$ cat src/rtl/a20_pkg.sv
package a20_pkg;

  typedef enum logic [1:0] {
    WR_NONE      = 2'd0,
    WR_GATE_CMD  = 2'd1,
    WR_OTHER_CMD = 2'd2,
    WR_DATA      = 2'd3
  } wr_class_e;

  // True when a command byte is the gate-control code
  function automatic logic is_gate_code(input logic [7:0] b, input logic [7:0] code);
    return b == code;
  endfunction

  // Gate level carried by a data byte
  function automatic logic gate_from_byte(input logic [7:0] b, input int unsigned bit_idx);
    return b[bit_idx];
  endfunction

endpackage

$ cat src/rtl/a20_write_filter.sv
module a20_write_filter
  import a20_pkg::*;
#(
  parameter int unsigned CHAN_W    = 2,
  parameter int unsigned GATE_CHAN = 1,
  parameter logic [7:0]  CMD_CODE  = 8'hD1
) (
  input  logic              en,
  input  logic              stb,
  input  logic [CHAN_W-1:0] chan,
  input  logic              is_cmd,
  input  logic [7:0]        data,
  output wr_class_e         cls
);
  localparam logic [CHAN_W-1:0] MY_CHAN = CHAN_W'(GATE_CHAN);

  logic on_chan;
  assign on_chan = en && stb && (chan == MY_CHAN);

  always_comb begin
    cls = WR_NONE;
    if (on_chan) begin
      if (!is_cmd)                          cls = WR_DATA;
      else if (is_gate_code(data, CMD_CODE)) cls = WR_GATE_CMD;
      else                                  cls = WR_OTHER_CMD;
    end
  end
endmodule

$ cat src/rtl/a20_arm_tracker.sv
module a20_arm_tracker (
  input  logic clk,
  input  logic rst_n,
  input  logic en,
  input  logic ev_gate_cmd,
  input  logic ev_other_cmd,
  input  logic ev_data,
  output logic armed,
  output logic consume
);
  assign consume = armed && ev_data;

  always_ff @(posedge clk) begin
    if (!rst_n)                       armed <= 1'b0;
    else if (!en)                     armed <= 1'b0;
    else if (ev_gate_cmd)             armed <= 1'b1;
    else if (ev_other_cmd || ev_data) armed <= 1'b0;
  end

  // gate command leaves the block armed
  a_r4_arm_on_code: assert property (@(posedge clk) disable iff (!rst_n)
    ev_gate_cmd |=> armed);
  // other command disarms
  a_r4_other_disarms: assert property (@(posedge clk) disable iff (!rst_n)
    ev_other_cmd |=> !armed);
  // a data write always leaves the block disarmed
  a_r5_single_use: assert property (@(posedge clk) disable iff (!rst_n)
    ev_data |=> !armed);
  // disable clears pending command
  a_r7_disable_disarms: assert property (@(posedge clk) disable iff (!rst_n)
    !en |=> !armed);
endmodule

$ cat src/rtl/a20_gate_reg.sv
module a20_gate_reg (
  input  logic clk,
  input  logic rst_n,
  input  logic en,
  input  logic load,
  input  logic load_val,
  output logic gate_q
);
  always_ff @(posedge clk) begin
    if (!rst_n)    gate_q <= 1'b1;
    else if (!en)  gate_q <= 1'b1;
    else if (load) gate_q <= load_val;
  end

  // disabled gate reads high
  a_r7_forced_high: assert property (@(posedge clk) disable iff (!rst_n)
    !en |=> gate_q);
  // loaded value appears after the sampling edge
  a_r2_load_value: assert property (@(posedge clk) disable iff (!rst_n)
    (en && load) |=> (gate_q == $past(load_val)));
  // without a load the gate holds
  a_r3_hold: assert property (@(posedge clk) disable iff (!rst_n)
    (en && !load) |=> $stable(gate_q));
endmodule

$ cat src/rtl/a20_fastgate.sv
module a20_fastgate
  import a20_pkg::*;
#(
  parameter int unsigned CHAN_W    = 2,
  parameter int unsigned GATE_CHAN = 1,
  parameter logic [7:0]  CMD_CODE  = 8'hD1,
  parameter int unsigned GATE_BIT  = 1
) (
  input  logic              clk,
  input  logic              rst_n,
  input  logic              gate_en,
  input  logic              wr_stb,
  input  logic [CHAN_W-1:0] wr_chan,
  input  logic              wr_is_cmd,
  input  logic [7:0]        wr_byte,
  output logic              gate_out,
  output logic              gate_status
);
  localparam logic [CHAN_W-1:0] MY_CHAN = CHAN_W'(GATE_CHAN);

  wr_class_e cls;
  logic ev_gate_cmd, ev_other_cmd, ev_data;
  logic armed, consume, load_val, gate_q;

  a20_write_filter #(
    .CHAN_W(CHAN_W), .GATE_CHAN(GATE_CHAN), .CMD_CODE(CMD_CODE)
  ) filt_i (
    .en(gate_en), .stb(wr_stb), .chan(wr_chan),
    .is_cmd(wr_is_cmd), .data(wr_byte), .cls(cls)
  );

  assign ev_gate_cmd  = (cls == WR_GATE_CMD);
  assign ev_other_cmd = (cls == WR_OTHER_CMD);
  assign ev_data      = (cls == WR_DATA);
  assign load_val     = gate_from_byte(wr_byte, GATE_BIT);

  a20_arm_tracker arm_i (
    .clk(clk), .rst_n(rst_n), .en(gate_en),
    .ev_gate_cmd(ev_gate_cmd), .ev_other_cmd(ev_other_cmd), .ev_data(ev_data),
    .armed(armed), .consume(consume)
  );

  a20_gate_reg gate_i (
    .clk(clk), .rst_n(rst_n), .en(gate_en),
    .load(consume), .load_val(load_val), .gate_q(gate_q)
  );

  assign gate_out    = gate_q;
  assign gate_status = gate_q;

  // writes on foreign channels leave the gate alone
  a_r6_foreign_ignored: assert property (@(posedge clk) disable iff (!rst_n)
    (gate_en && wr_stb && (wr_chan != MY_CHAN)) |=> $stable(gate_out));
  // first cycle after reset shows a high gate
  a_r1_reset_high: assert property (@(posedge clk)
    !rst_n |=> gate_out);
endmodule

$ cat config.mk
export PLATFORM = sky130hd
export DESIGN_NAME = a20_fastgate
export DESIGN_NICKNAME = d
export VERILOG_FILES = /design/src/rtl/a20_pkg.sv /design/src/rtl/a20_write_filter.sv /design/src/rtl/a20_arm_tracker.sv /design/src/rtl/a20_gate_reg.sv /design/src/rtl/a20_fastgate.sv
export SDC_FILE = /design/constraint.sdc
export NUM_CORES = 1
export LEC_CHECK = 0
export BUFFER_PORTS_ARGS = -buffer_cell sky130_fd_sc_hd__buf_2
export CAP_MARGIN = 20
export CORE_AREA = 2 2 39 41
export CTS_CLUSTER_SIZE = 24
export DETAILED_ROUTE_END_ITERATION = 8
export DIE_AREA = 0 0 41 43
export PLACE_DENSITY = 0.3
export SETUP_SLACK_MARGIN = 0.1
export SLEW_MARGIN = 5
export SYNTH_ARGS = -nofsm -noshare
export SYNTH_HDL_FRONTEND = slang
export SYNTH_SLANG_ARGS = --single-unit
$ cat constraint.sdc
create_clock -name clk -period 0.8 [get_ports clk]
set_clock_uncertainty 0.2 [all_clocks]
set_input_delay 0.08 -clock clk [delete_from_list [all_inputs] [get_ports clk]]
set_output_delay 0.08 -clock clk [all_outputs]
set_load 0.005 [all_outputs]
; Word level (Yosys, flattened, before mapping)
; Index checks and enable logic that the tools add are counted.
[word_totals]
register_bits = 2
latchBits = 0
mem_bits_rw = 0
romBits = 0
input_bits = 15
word_cells = 18
n_memories = 0
[op_classes]
addsub = 0
n_mul = 0
div = 0
n_lt_le_gt_ge = 0
eq_ne = 5
shift = 0
n_mux = 5
bitwise_logic = 0
reduce_logical = 6
[op_table]
columns = operator, n
row1 = $eq 8x8->1 const B, 1
row2 = $mux 2, 3
row3 = $eq 2x1->1 const B, 2
row4 = $eq 2x2->1 const B, 2
row5 = $logic_and 1x1->1, 3
row6 = $mux 1, 2
row7 = $reduce_and 2->1, 1
row8 = $reduce_bool 2->1, 1
row9 = $logic_or 1x1->1, 1

; Depth between registers and ports, before layout
[depth]
word_depth = 8
ltp_mapped = 3

; By module
; From an unflattened synthesis, not the netlist that was laid out.
[hier_totals]
hier_cells = 18
hier_area_um2 = 172.7
[modules_own_cells]
columns = module, instances, cells_per_inst, area_per_inst_um2
row1 = a20_write_filter, 1, 7, 57.6
row2 = a20_arm_tracker, 1, 4, 50.0
row3 = a20_gate_reg, 1, 3, 35.0
row4 = a20_fastgate, 1, 4, 30.0

; Worst setup path after synthesis
; OpenSTA, ideal clock, no wires.
[synth_timing]
path_type = input to register
from = in wr_chan[1]
to = reg gate_i.gate_q
setup_ns = 0.119
t_arrival_ns = 0.531
t_required_ns = 0.481
setup_slack_ns = -0.050
path_stages = 3
n_path_buf = 0
cell_sequence = and4b_1 > nand3b_1 > mux2i_1
[synth_between]
elab_chain_len = 5
[synth_rtl]
columns = item, line
row1 = from (decl), a20_fastgate.sv:13  ; input logic [CHAN_W-1:0] wr_chan,
row2 = $eq 2x1->1, a20_write_filter.sv:18  ; assign on_chan = en && stb && (chan == MY_CHAN);
row3 = $logic_and 1x1->1, a20_write_filter.sv:18
row4 = $mux 2, a20_write_filter.sv:22  ; if (on_chan) begin
row5 = $eq 2x2->1, a20_fastgate.sv:34  ; assign ev_data = (cls == WR_DATA);
row6 = $logic_and 1x1->1, a20_arm_tracker.sv:11  ; assign consume = armed && ev_data;
row7 = to (signal assigned), a20_gate_reg.sv:12  ; else if (load) gate_q <= load_val;
row8 = to (decl), a20_gate_reg.sv:7  ; output logic gate_q
; No other way between the ends.
; A chain may end at the register's enable or synchronous reset.

; Worst setup path in the final report
[layout_timing]
from = reg gate_i.gate_q
to = out gate_status
[layout_rtl]
columns = item, line
row1 = to (decl), a20_fastgate.sv:17  ; output logic gate_status
; No word-level cell between the ends.

==> qor.txt <==
Rows - 14
Grt total ovfl - 0
Die W - 41 µm
Fin. Hold Viols - 2
Diode count - 0
Die area - 0.00176 mm²
Delay-heaviest family, CP - flip-flops
Syn Inst Count - 15
Netlist Area Pre-Place - 128 µm²
Post-DR wirelength/cell - 8.53 µm
Finished Layout Cells - 51
Endpoints failing setup - 3
Max Clock Freq - 1070 MHz
Share of cells above drive strength 1 - 0.743
Global-route wire length before repair - 745 µm
CP bufs+invs - 1
Post-synth top cells - and4b_1, dfxtp_1, nor2_1
CTS tree - built
Vias - 192
DRC - 0
Drt total wl - 435 µm
Die H - 43 µm
GPL Wtd Cong - 0.566
Yosys top cell by area - dfxtp_1
Worst Path Required - 520 ps
Tmin final - 936 ps
Drt first pass iters - 2
Syn Nets - 30
Asr flop ratio synth - 0
Final worst-path cycle share - 1.17
Mux cell area share after synthesis - 0.0784
Leakage - 0.133 nW
Antenna-violating nets left - 0
XOR/XNOR Fraction of Synth Area - 0
Hold Crit Class - in2reg
Clk sinks - 2
Clock Root Buffer - clkbuf_4
Initial antenna violation count - 0
Synth area leaders - dfxtp_1, and4b_1, mux2i_1
Rel. slew slack - 0.867
Maximum VDD drop - 0.000524 V
Seq cells post-synth - 2
Count of cell types in the netlist - 12
Pwr Density - 1380 mW/mm²
CP max stage delay - 310 ps
Hold WS - -47.3 ps
Seq/Total Area, Yosys - 0.314
Core Box Area - 0.00138 mm²
Worst path cell trace - buf_2
Final slew viol count - 0
Post-Synth Simple-Gate Area - 0.510
Initial Utilization - 0.0922
Setup ws final - -136 ps
Max_cap viols - 0
CTS H-tree depth - 1
CTS max path bufs - 2
Filler cell count in the final layout - 152
Worst-path fanout max - 3
Largest family of logic cells by synthesized area - simple AND/OR/NAND/NOR gates
Synth Area in Compound Gates - 0.0392
Net count reported at finish - 52
Critical Path Sink Type - primary output
Adder-Cell Fraction of Synth Area - 0
Startpoint types - flip-flop
Slew @ Worst Pin - 198 ps
Num CTS Buffers - 3
Placed Area - 228 µm²
Max stage delay cell, worst path - dfxtp_2
Clock transition at path regs - 30 ps
Num ports - 17
Design area - 277 µm²
RSZ-0062 raised after global routing - true
DR vias/cell - 3.76
Port Buffers - 16
Area grow syn2layout - 117%
Synth Flop Type - dfxtp_1
Skew-Pair Late Insertion Delay - 230 ps
Yosys warns - 0
EDFF count, synth - 0
Failing checks - negative hold slack, negative setup slack
Outcome - complete, but fails checks
Average cell area after synthesis - 8.51 µm²
Setup Slack @ Placement - -192 ps
Critical path arrival - 660 ps
Cells after DPL - 47
GRT Total Usage - 0.0661
Post-synth top area share - 0.314
Largest net degree at the start of global routing - 4
Class of the most critical setup path - reg2out
Initial drt markers - 4
Vias in the first global route - 201
[stage by stage]
stage	total power [mW]	util	TNS, ps
floorplan	0.113	-	-50.4
finish	0.383	0.200	-358
CTS	0.392	0.188	-398
global placement	0.150	0.165	-341
global route	0.407	0.200	-464
detailed placement	0.151	0.165	-358
[registers in the layout, indices dropped and copies added (netlist names)]
signal / count
gate_i.gate_q: 1
arm_i.armed: 1
[final cells by class]
cell class / instances / area [µm²] / area share
Sequential cell: 2 / 42.5 / 0.154
Tap cell: 16 / 20.0 / 0.0724
Multi-Input combinational cell: 12 / 96.3 / 0.348
Clock buffer: 3 / 22.5 / 0.0814
Timing Repair Buffer: 18 / 95.1 / 0.344
[power by group]
| group | switching [mW] | total [mW] | leakage [nW] | internal (mW) |
|---|---|---|---|---|
| logic | 0.0185 | 0.0532 | 0.103 | 0.0347 |
| clock network | 0.0631 | 0.229 | 0.0138 | 0.166 |
| registers | 0.00000182 | 0.100 | 0.0162 | 0.100 |
| total | 0.0816 | 0.383 | 0.133 | 0.301 |
[layer usage]
layer | global-route usage | up-vias | share of wire
met5 | 0 | - | 0
met4 | 0 | 0 | 0
met3 | 0.0628 | 0 | 0.15
met2 | 0.0938 | 17 | 0.41
met1 | 0.0764 | 80 | 0.44
li1 | - | 95 | -
[kinds of logic (layout without fill, tap and decap cells)]
group                  after synthesis  in the layout
buffers and inverters                1             21
flip-flops                           2              2
AND/OR/NAND/NOR                     10             10
multiplexers                         1              1
AO/OA/AOI/OAI                        1              1
[tightest hold or removal path, delay by kind of cell]
family	cells	cell delay, ps
and+or+nand+nor	2	120
buffers and inverters	1	70
AOI/OAI and AO/OA	1	50
[path summary, 6_finish.rpt]
| path | start | to | slack (ps) | depth (start not counted) |
|---|---|---|---|---|
| max | gate_i.gate_q$_SDFFE_PN1P_ | gate_status | -140 | 1 |
| max reg2reg | gate_i.gate_q$_SDFFE_PN1P_ | gate_i.gate_q$_SDFFE_PN1P_ | -90 | 3 |
| min reg2reg | arm_i.armed$_SDFFE_PN0P_ | arm_i.armed$_SDFFE_PN0P_ | 280 | 2 |
| min | wr_byte[2] | arm_i.armed$_SDFFE_PN0P_ | -50 | 4 |
[cells in the final DEF, fill, tap and decap left out]
master,instances
dfxtp_2,2
nand3b_1,1
nor3b_2,1
buf_4,2
and4b_1,2
a21oi_2,1
nor2b_1,1
nor2_1,1
mux2i_1,1
buf_2,16
nand2_1,1
clkbuf_4,3
nand2b_1,1
nor2_4,1
nand4_1,1
[repair_timing]
item,in CTS,in global routing
gates resized for setup,2,4
pin swaps,1,0
hold endpoints to repair,2,2
setup buffers,1,0
endpoints found under the setup margin,4,4
Note: power is estimated with default switching activity, not from simulation.
